[config.mk]
export PLATFORM = sky130hd
export DESIGN_NAME = serial_rx_core
export DESIGN_NICKNAME = d
export VERILOG_FILES = /design/src/rtl/srx_pkg.sv /design/src/rtl/srx_sampler.sv /design/src/rtl/srx_fifo.sv /design/src/rtl/srx_timeout.sv /design/src/rtl/serial_rx_core.sv
export SDC_FILE = /design/constraint.sdc
export NUM_CORES = 2
export LEC_CHECK = 0
export BUFFER_PORTS_ARGS = -buffer_cell sky130_fd_sc_hd__buf_4
export CORE_MARGIN = 1
export CORE_UTILIZATION = 32
export CTS_BUF_LIST = sky130_fd_sc_hd__clkbuf_2
export CTS_CLUSTER_DIAMETER = 120
export DETAILED_ROUTE_END_ITERATION = 10
export PLACE_DENSITY_LB_ADDON = 0.1
export REMOVE_ABC_BUFFERS = 1
export SLEW_MARGIN = 15
export SYNTH_ARGS = -nofsm -noshare
export SYNTH_HDL_FRONTEND = slang
export SYNTH_SLANG_ARGS = --single-unit
[constraint.sdc]
create_clock -name clk -period 3.19 [get_ports clk]
set_input_delay 0.638 -clock clk [delete_from_list [all_inputs] [get_ports clk]]
set_output_delay 0.638 -clock clk [all_outputs]
set_load 0.02 [all_outputs]
[src/rtl/srx_pkg.sv]
package srx_pkg;

  typedef struct packed {
    logic       brk;
    logic       fe;
    logic       pe;
    logic [7:0] data;
  } srx_word_t;

  typedef enum logic [2:0] {
    S_IDLE,
    S_START,
    S_DATA,
    S_PAR,
    S_STOP,
    S_WAITHI
  } srx_state_t;

endpackage

[src/rtl/srx_sampler.sv]
module srx_sampler
  import srx_pkg::*;
#(
  parameter int OSR = 16
) (
  input  logic      clk,
  input  logic      rst,
  input  logic      tick,
  input  logic      rxd,
  input  logic [1:0] cfg_wlen,
  input  logic      cfg_par_en,
  input  logic      cfg_par_odd,
  output logic      push,
  output srx_word_t word
);
  localparam int CW   = $clog2(OSR);
  localparam int HALF = OSR / 2;

  srx_state_t state;
  logic [CW-1:0] cnt;
  logic [2:0]    bitn;
  logic [7:0]    sh;
  logic          par_bit;
  logic          rx_meta, rx_s;
  logic [3:0]    nbits;
  logic [7:0]    data_al;
  logic          last_tick;

  assign nbits     = {2'b00, cfg_wlen} + 4'd5;
  assign data_al   = sh >> (4'd3 - {2'b00, cfg_wlen});
  assign last_tick = (cnt == CW'(OSR - 1));

  always_ff @(posedge clk) begin
    if (rst) begin
      rx_meta <= 1'b1;
      rx_s    <= 1'b1;
    end else begin
      rx_meta <= rxd;
      rx_s    <= rx_meta;
    end
  end

  always_ff @(posedge clk) begin
    if (rst) begin
      state   <= S_IDLE;
      cnt     <= '0;
      bitn    <= '0;
      sh      <= '0;
      par_bit <= 1'b0;
      push    <= 1'b0;
      word    <= '0;
    end else begin
      push <= 1'b0;
      if (tick) begin
        case (state)
          S_IDLE: begin
            if (!rx_s) begin
              state <= S_START;
              cnt   <= '0;
            end
          end
          S_START: begin
            if (cnt == CW'(HALF - 1)) begin
              cnt  <= '0;
              bitn <= '0;
              state <= rx_s ? S_IDLE : S_DATA;
            end else begin
              cnt <= cnt + 1'b1;
            end
          end
          S_DATA: begin
            if (last_tick) begin
              cnt <= '0;
              sh  <= {rx_s, sh[7:1]};
              if ({1'b0, bitn} == nbits - 4'd1) begin
                state <= cfg_par_en ? S_PAR : S_STOP;
              end else begin
                bitn <= bitn + 1'b1;
              end
            end else begin
              cnt <= cnt + 1'b1;
            end
          end
          S_PAR: begin
            if (last_tick) begin
              cnt     <= '0;
              par_bit <= rx_s;
              state   <= S_STOP;
            end else begin
              cnt <= cnt + 1'b1;
            end
          end
          S_STOP: begin
            if (last_tick) begin
              cnt       <= '0;
              push      <= 1'b1;
              word.data <= data_al;
              word.pe   <= cfg_par_en & ((^data_al) ^ par_bit ^ cfg_par_odd);
              word.fe   <= ~rx_s;
              word.brk  <= ~rx_s & (data_al == 8'd0) & ~(cfg_par_en & par_bit);
              state     <= rx_s ? S_IDLE : S_WAITHI;
            end else begin
              cnt <= cnt + 1'b1;
            end
          end
          S_WAITHI: begin
            if (rx_s) state <= S_IDLE;
          end
          default: state <= S_IDLE;
        endcase
      end
    end
  end

  // a completed character produces exactly one store pulse
  a_r4_single_push: assert property (@(posedge clk) disable iff (rst)
    push |=> !push);

  // a character is only stored after a tick
  a_r1_push_on_tick: assert property (@(posedge clk) disable iff (rst)
    push |-> $past(tick));

endmodule

[src/rtl/srx_fifo.sv]
module srx_fifo #(
  parameter int DEPTH = 128,
  parameter int W     = 11,
  localparam int AW   = $clog2(DEPTH),
  localparam int CW   = $clog2(DEPTH + 1)
) (
  input  logic          clk,
  input  logic          rst,
  input  logic          push,
  input  logic [W-1:0]  wdata,
  input  logic          pop,
  output logic [W-1:0]  head,
  output logic [CW-1:0] count,
  output logic          dropped,
  output logic          popped
);
  logic [W-1:0]  mem [DEPTH];
  logic [AW-1:0] wptr, rptr, rptr_nx;
  logic [W-1:0]  rd_q, byp_data;
  logic          byp_q;
  logic          do_push, do_pop, full;

  function automatic logic [AW-1:0] inc(input logic [AW-1:0] p);
    return (p == AW'(DEPTH - 1)) ? '0 : p + 1'b1;
  endfunction

  assign full    = (count == CW'(DEPTH));
  assign do_pop  = pop && (count != '0);
  assign do_push = push && (!full || do_pop);
  assign rptr_nx = do_pop ? inc(rptr) : rptr;
  assign dropped = push && !do_push;
  assign popped  = do_pop;
  assign head    = byp_q ? byp_data : rd_q;

  // storage with a registered read port
  always_ff @(posedge clk) begin
    if (do_push) mem[wptr] <= wdata;
    rd_q <= mem[rptr_nx];
  end

  always_ff @(posedge clk) begin
    if (rst) begin
      wptr     <= '0;
      rptr     <= '0;
      count    <= '0;
      byp_q    <= 1'b0;
      byp_data <= '0;
    end else begin
      rptr     <= rptr_nx;
      byp_q    <= do_push && (wptr == rptr_nx);
      byp_data <= wdata;
      if (do_push) wptr <= inc(wptr);
      case ({do_push, do_pop})
        2'b10:   count <= count + 1'b1;
        2'b01:   count <= count - 1'b1;
        default: count <= count;
      endcase
    end
  end

  a_r5_fill_bound: assert property (@(posedge clk) disable iff (rst)
    count <= CW'(DEPTH));

  a_r7_full_holds: assert property (@(posedge clk) disable iff (rst)
    (push && full && !pop) |=> (count == CW'(DEPTH)));

  a_r10_push_pop_keep: assert property (@(posedge clk) disable iff (rst)
    (push && pop && count != '0) |=> $stable(count));

endmodule

[src/rtl/srx_timeout.sv]
module srx_timeout #(
  parameter int OSR = 16,
  localparam int TW = $clog2(OSR * 44 + 1)
) (
  input  logic       clk,
  input  logic       rst,
  input  logic       tick,
  input  logic       restart,
  input  logic       active,
  input  logic [1:0] cfg_wlen,
  output logic       expired
);
  logic [TW-1:0] cnt, limit;

  // four word lengths plus twelve bit times, in ticks
  assign limit = TW'(OSR * (4 * (5 + int'(cfg_wlen)) + 12));

  always_ff @(posedge clk) begin
    if (rst || restart || !active) begin
      cnt     <= '0;
      expired <= 1'b0;
    end else if (tick && !expired) begin
      if (cnt == limit - TW'(1)) expired <= 1'b1;
      else                       cnt     <= cnt + 1'b1;
    end
  end

  a_r9_restart_clears: assert property (@(posedge clk) disable iff (rst)
    restart |=> !expired);

endmodule

[src/rtl/serial_rx_core.sv]
module serial_rx_core
  import srx_pkg::*;
#(
  parameter int DEPTH = 128,
  parameter int OSR   = 16,
  localparam int CW   = $clog2(DEPTH + 1)
) (
  input  logic          clk,
  input  logic          rst,
  input  logic          tick16,
  input  logic          rxd,
  input  logic [1:0]    cfg_wlen,
  input  logic          cfg_par_en,
  input  logic          cfg_par_odd,
  input  logic          cfg_trig_mode,
  input  logic [CW-1:0] cfg_trig_lvl,
  input  logic          cfg_rx_ien,
  input  logic          rd_en,
  output logic [7:0]    rd_data,
  output logic [4:0]    lsr,
  output logic [CW-1:0] rx_fill,
  output logic          irq_rx_data,
  output logic          irq_rx_tmo
);
  srx_word_t rx_word, head_w;
  logic      push_w, dropped, popped, tmo_exp, nonempty, lvl_hit;
  logic      ovr_q, irq_d_q, irq_t_q;

  srx_sampler #(.OSR(OSR)) u_sampler (
    .clk(clk), .rst(rst), .tick(tick16), .rxd(rxd),
    .cfg_wlen(cfg_wlen), .cfg_par_en(cfg_par_en), .cfg_par_odd(cfg_par_odd),
    .push(push_w), .word(rx_word)
  );

  srx_fifo #(.DEPTH(DEPTH), .W($bits(srx_word_t))) u_fifo (
    .clk(clk), .rst(rst), .push(push_w), .wdata(rx_word), .pop(rd_en),
    .head(head_w), .count(rx_fill), .dropped(dropped), .popped(popped)
  );

  srx_timeout #(.OSR(OSR)) u_timeout (
    .clk(clk), .rst(rst), .tick(tick16), .restart(push_w | popped),
    .active(nonempty), .cfg_wlen(cfg_wlen), .expired(tmo_exp)
  );

  assign nonempty = (rx_fill != '0);
  assign lvl_hit  = nonempty && (!cfg_trig_mode || rx_fill >= cfg_trig_lvl);

  always_ff @(posedge clk) begin
    if (rst) begin
      ovr_q   <= 1'b0;
      irq_d_q <= 1'b0;
      irq_t_q <= 1'b0;
    end else begin
      if (dropped)    ovr_q <= 1'b1;
      else if (rd_en) ovr_q <= 1'b0;
      irq_d_q <= cfg_rx_ien & lvl_hit;
      irq_t_q <= cfg_rx_ien & tmo_exp & nonempty;
    end
  end

  assign rd_data     = head_w.data;
  assign lsr         = {head_w.brk & nonempty, head_w.fe & nonempty,
                        head_w.pe & nonempty, ovr_q, nonempty};
  assign irq_rx_data = irq_d_q;
  assign irq_rx_tmo  = irq_t_q;

  a_r8_irq_gated: assert property (@(posedge clk) disable iff (rst)
    irq_rx_data |-> $past(cfg_rx_ien));

  a_r9_tmo_needs_data: assert property (@(posedge clk) disable iff (rst)
    irq_rx_tmo |-> $past(rx_fill != '0));

  a_r7_overrun_cause: assert property (@(posedge clk) disable iff (rst)
    $rose(lsr[1]) |-> $past(push_w && rx_fill == CW'(DEPTH) && !rd_en));

  a_r6_tags_need_data: assert property (@(posedge clk) disable iff (rst)
    (lsr[4:2] != 3'b000) |-> lsr[0]);

endmodule

== Word level (Yosys, flattened, before mapping) ==
Memories as Yosys holds them, arrays and structs flattened. A register that Yosys moved wholly into a read port is not among the register bits.
Cells that the tools add are included.

* Mux-type cells: 29
* Bitwise logic cells: 18
* $mul: 0
* Magnitude comparators: 1
* Equality and inequality tests: 23
* $add $sub $neg: 13
* Reduce and logical (&&, ||, !) cells: 33
* Shift-type cells: 1
* Divide/modulo/power cells: 0

{| class="wikitable"
|+ Operators by type and width
! kind !! count
|-
| 3-bit two-way mux || 12
|-
| 7-bit two-way mux || 3
|-
| 3-bit case mux with 6 select lines || 1
|-
| 8-bit case mux with 2 select lines || 1
|-
| 7-bit by 1-bit adder with 7-bit output (second input constant) || 2
|-
| 7-bit == test (second input constant) || 2
|-
| 4-bit two-way mux || 3
|-
| 2-bit by 1-bit inequality test with 1-bit output (second input constant) || 6
|-
| 4-bit case mux with 3 select lines || 1
|-
| 3-bit AND reduction || 4
|-
| 11-bit two-way mux || 1
|-
| 10-bit by 1-bit adder with 10-bit output (second input constant) || 1
|-
| 1-bit AND || 10
|-
| 10-bit == test || 1
|-
| 10-bit by 1-bit subtractor with 10-bit output (second input constant) || 1
|-
| 8-bit by 1-bit adder with 8-bit output (second input constant) || 1
|-
| 8-bit == test (second input constant) || 1
|-
| 8-bit greater-or-equal comparator || 1
|-
| 8-bit logical NOT || 1
|-
| 8-bit AND reduction || 1
|-
| 8-bit nonzero test || 1
|-
| 8-bit XOR reduction || 1
|-
| 8-bit by 4-bit >> shifter with 8-bit output || 1
|-
| 8-bit by 1-bit subtractor with 8-bit output (second input constant) || 1
|-
| 32 further kinds || 60
|}

* Flip-flop bits (word level): 81
* Output and inout port bits: 23
* Word-level logic and storage cells: 141
* Memories: 1
* Memory bits (read-only): 0
* Latch bits: 0
* Input port bits: 19
* RAM bits: 1408

{| class="wikitable"
|+ Memory list
! name !! words !! bits a word !! rd ports !! clocked after Yosys merged registers in !! wr ports !! line !! RTL
|-
| u_fifo.mem || 128 || 11 || 1 || 1 || 1 || srx_fifo.sv:17 || <nowiki>logic [W-1:0] mem [DEPTH];</nowiki>
|}

== Logic depth before layout (Yosys ltp) ==
* Depth in word-level cells: 7
* Mapped depth: 15
* Gate-level depth less buffers: 14

== By module ==
From an unflattened synthesis, not the netlist that was laid out.

* Cells, all modules: 4455
* Area total of the unflattened synthesis: 60140.2 um^2

{| class="wikitable"
|+ By module, submodules not included
! module !! times used !! cells an instance !! area each (um^2) !! sequential area each (um^2)
|-
| srx_fifo || 1 || 4142 || 57388.8 || 43181.4
|-
| srx_sampler || 1 || 204 || 1755.4 || 660.6
|-
| srx_timeout || 1 || 67 || 629.4 || 220.2
|-
| serial_rx_core || 1 || 42 || 366.6 || 60.1
|}

== Worst setup path before layout ==
OpenSTA, ideal clock, no wires.

* Kind: register to register
* Start point: register u_fifo.count[0]
* End point: register u_fifo.count[7]
* Period minus slack after synthesis: 3290 ps
* Cell stages (with the launch flop): 15
* Data required time: 3062 ps
* Data arrival time: 3162 ps
* Buffers on the path: 1
* Path slack: -100 ps
* Setup time: 128 ps
* Path through: dfxtp_1 -> or4_1 -> buf_2 -> o21ai_4 -> nor2_1 -> ha_1 -> a21o_1 -> a21oi_1 -> o21bai_1 -> a21oi_1 -> o21bai_1 -> a21oi_1 -> mux2_2 -> xor2_1 -> nor2_1

* Word-level cells in the longest chain between the ends: 6
* Elaborated cells between the ends (all ways): 12
* Classes of those cells: 2 x add/sub; 3 x eq/ne; 1 x mux; 6 x reduce/logical

{| class="wikitable"
|+ RTL lines
! element !! line !! RTL
|-
| start: declaration || srx_fifo.sv:13 || <nowiki>output logic [CW-1:0] count,</nowiki>
|-
| start signal: assignment || srx_fifo.sv:54 || <nowiki>2'b10: count <= count + 1'b1;</nowiki>
|-
| start signal: assignment || srx_fifo.sv:55 || <nowiki>2'b01: count <= count - 1'b1;</nowiki>
|-
| start signal: assignment || srx_fifo.sv:56 || <nowiki>default: count <= count;</nowiki>
|-
| 8-bit == test / 8-bit nonzero test (equally long branches) || srx_fifo.sv:27, srx_fifo.sv:28 ||
|-
| 1-bit logical NOT / 1-bit logical AND (equally long branches) || srx_fifo.sv:29, srx_fifo.sv:28 ||
|-
| 1-bit logical OR || srx_fifo.sv:29 || <nowiki>assign do_push = push && (!full || do_pop);</nowiki>
|-
| 1-bit logical AND || srx_fifo.sv:29 ||
|-
| 2-bit by 1-bit == test with 1-bit output / 2-bit == test (equally long branches) || srx_fifo.sv:53 || <nowiki>case ({do_push, do_pop})</nowiki>
|-
| 8-bit case mux with 2 select lines / 2-bit nonzero test (equally long branches) || n/a ||
|}

Parallel ways exist; a longest one is shown, timed or not.
A chain may end at the register's enable or synchronous reset.

== Final worst setup path ==
* Start point: register u_fifo.count[3]
* End point: output port lsr[3]

* Word-level cells in the longest chain between the ends: 2

{| class="wikitable"
|+ RTL lines
! element !! line !! RTL
|-
| 8-bit nonzero test || serial_rx_core.sv:45 || <nowiki>assign nonempty = (rx_fill != '0);</nowiki>
|-
| 1-bit AND || serial_rx_core.sv:62 || <nowiki>assign lsr = {head_w.brk & nonempty, head_w.fe & nonempty,</nowiki>
|-
| end: declaration || serial_rx_core.sv:20 || <nowiki>output logic [4:0] lsr,</nowiki>
|}

Every way passes these cells.

==> flow_summary_export.csv <==
group,metric,value,unit
routing,drcViolationCount,0,
synthesis,synth_area_leaders,"edfxtp_1 70%, nand2_1 6.4%, nand3_1 4.8%, dfxtp_1 3.0%, mux2i_1 2.4%",
clock_tree,clock_latency,1.81,ns
routing,routed-via-count,41500,
setup_path,cp_max_fo,5,
setup_path,crit_path_start_kind,"flip-flop",
finish,drive_above_1_share,28.9,%
routing,vias_per_cell,5.04,
routing,first_iter_violations,3643,
synthesis,yosysUniqueCellTypes,66,
sta,drv_slew,0,
clock_tree,cts_buffer_depth,4,
setup_path,crit_required,2.55,ns
sta,hold_viol,0,
synthesis,synth_ff_type,"edfxtp_1",
sta,max_slew_margin,19.0,%
sta,fmaxAchievable,0.263,GHz
synthesis,syn_area_per_cell,13.2,um^2
power,p_per_area,462,nW/um^2
synthesis,ys_async_sr_fraction,0,%
floorplan,core_area,188000,um^2
clock_tree,path_clk_slew,0.09,ns
synthesis,ys_seq_elements,1500,
synthesis,synth_area,60400,um^2
sta,period_needed,3.81,ns
placement,dp_hpwl,128000,um
hold_path,min_from,"cfg_trig_lvl[3]",
synthesis,synthTopCellsByCount,"1,408 x edfxtp_1, 1,025 x nand2_1, 577 x nand3_1",
global_route,track_usage,21.5,%
setup_path,rrSetupSlack,-0.35,ns
clock_tree,cts_tree,"yes",
floorplan,rows,159,
global_route,grt_overflow,0,
sta,fin_crit_sh,119,%
hold_path,worstHoldPathType,"primary input to flip-flop",
finish,final_util,40.5,%
finish,final_cell_area,76000,um^2
clock_tree,cts-root-buf,"clkbuf_2",
routing,route.detailed.wl_per_inst,25.5,um
sta,finClkSkew,0.150,ns
floorplan,initial_core_util,32.2,%
setup_path,rr_worst_depth,17,
setup_path,timing.rr.end,"u_fifo.rd_q[6]",
hold_path,min_delay_path_depth,10,
routing,first_pass_iters,5,
global_route,grt_pass1_vias,41200,
power,total_power,0.0351,W
finish,final_cells,8238,
finish,finalNetCount,5492,
placement,dp_cells,7338,
sta,setup_violations,25,
global_route,antenna_found_initial,7,
setup_path,arrival,3.17,ns
setup_path,path_class,"flip-flop to output port",
run_status,outcome,"finished, violations left",
floorplan,io_pins,42,
clock_tree,ctsHtreeMaxLevel,5,
synthesis,yosysTopAreaCell,"edfxtp_1",
global_route,grt_max_degree,75,
setup_path,cp-end-kind,"output port",
synthesis,synth_enable_flop_cells,1408,
sta,hold_slack,0.258,ns
finish,fillers,17800,
synthesis,netlist_instances,4585,
clock_tree,clock_sinks,1500,
floorplan,die-area,191000,um^2
floorplan,fp.dieH,437,um
synthesis,synth_seq_area_share,73.0,%
setup_path,reg2reg_from,"u_fifo.count[3]",
sta,rsz0062_at_grt,"true",
power,leakagePower,29.1,nW
global_route,grt_first_pass_wirelength,297000,um
run_status,violations,"negative setup slack",
routing,drt_wl_total,210000,um
sta,postLayoutSetupSlackWorst,-0.618,ns
placement,gp_congestion,0.839,
synthesis,yosysWarnings,0,
finish,syn_to_final_growth,25.8,%
synthesis,yosysMostFrequentCell,"edfxtp_1",
power,ir_worst_vdd,0.204,mV
clock_tree,numCtsBuffers,418,
floorplan,die_w,437,um
placement,place_area,68000,um^2
placement,portBuffers,41,
job,drv_cap,0,
routing,ant_nets,0,
synthesis,yosysTopAreaCellShare,70.0,%
sta,worst_slew_pin_slew,1.21,ns
hold_path,holdPathEnd,"irq_rx_data",
## power breakdown
| part | internal (W) | switching (W) |
|---|---|---|
| Combinational | 0.0000677 | 0.0000712 |
| Sequential | 0.0211 | 0.00000419 |
| Clock | 0.00561 | 0.00822 |
| Total | 0.0268 | 0.00830 |
## worst max-delay path, stage by stage (launching register included)
cell	delay, ns
dfxtp_2	0.33
or4_4	0.54
buf_6	0.14
nor2_4	0.16
nor2_1	0.06
buf_4	0.17
## cell families after synthesis
family | share of synthesized area, %
AO/OA/AOI/OAI | 5.21
flip-flops | 73.0
AND/OR/NAND/NOR | 14.6
XOR/XNOR | 0.594
multiplexers | 3.45
adder cells (fa/ha/maj) | 0.551
buffers and inverters | 2.57
## sequential cells by signal (all words and copies together), names as in the netlist, 3 cells and up
| name | cells |
|---|---|
| u_fifo.wptr | 7 |
| u_sampler.sh | 8 |
| u_fifo.byp_data | 11 |
| u_fifo.rptr | 7 |
| u_fifo.count | 8 |
| u_timeout.cnt | 10 |
| u_sampler.bitn | 3 |
| u_sampler.word | 11 |
| u_fifo.rd_q | 11 |
| u_fifo.mem | 1408 |
| u_sampler.cnt | 4 |
| u_sampler.state | 3 |
## cells in the final DEF (no fill, tap or decap), types with 40 or more instances in the layout
cell      count
edfxtp_1   1408
nand2_1    1001
clkbuf_2    609
nand3_1     537
buf_4       439
nor2_1      218
buf_12      143
mux2i_1     132
a21oi_1     103
clkinv_1     71
dfxtp_1      70
buf_6        57
o21ai_0      53
nand4_1      46
inv_1        40
nor2_2       40
## final cells by class
cell class / count / area, um^2 / share of cell area [%]
clock buffers: 609 / 3050 / 4.01
diodes: 11 / 27.5 / 0.0362
inverters: 42 / 158 / 0.207
clock inverters: 96 / 563 / 0.740
flip-flops and latches: 1500 / 44200 / 58.1
multi-input cells: 2757 / 16400 / 21.6
well taps: 2495 / 3120 / 4.11
repair buffers: 728 / 8540 / 11.2
## worst max path at each step
stage,from,endpoint,slack (ns),depth (start not counted)
2_1_floorplan,u_fifo.count[0],u_fifo.rd_q[0],-11.68,9
3_3_place_gp,u_fifo.count[0],u_fifo.rd_q[7],-0.88,11
3_5_place_dp,u_fifo.count[0],u_fifo.rd_q[7],-0.86,11
4_1_cts,u_fifo.count[1],lsr[3],-0.89,5
5_1_grt,u_fifo.count[3],lsr[3],-0.87,5
6_report,u_fifo.count[3],lsr[3],-0.62,5
## routing by layer
layer | vias up | GRT usage [%] | share of wire [%]
li1 | 19000 | - | -
met1 | 20900 | 30.2 | 46
met2 | 1238 | 33.7 | 46
met3 | 337 | 3.97 | 5.2
met4 | 2 | 6.49 | 2.4
met5 | - | 0 | 0.0038
## metrics by stage
stage	setup TNS, ns	setup slack, ns
4_1_cts	-12.35	-0.888
2_1_floorplan	-145.79	-11.68
3_3_place_gp	-16.06	-0.878
3_5_place_dp	-14.89	-0.863
5_1_grt	-13.15	-0.873
6_report	-8.37	-0.618
## timing repair
action / in CTS / in global routing
setup buffers: 78 / 46
resized for setup: 284 / 170
cloned: 17 / 10
endpoints found under the hold margin: 115 / 0
setup endpoints to repair: 168 / 140
hold buffers: 36 / 0
pin swaps: 87 / 84
(Power assumes the default switching activity.)
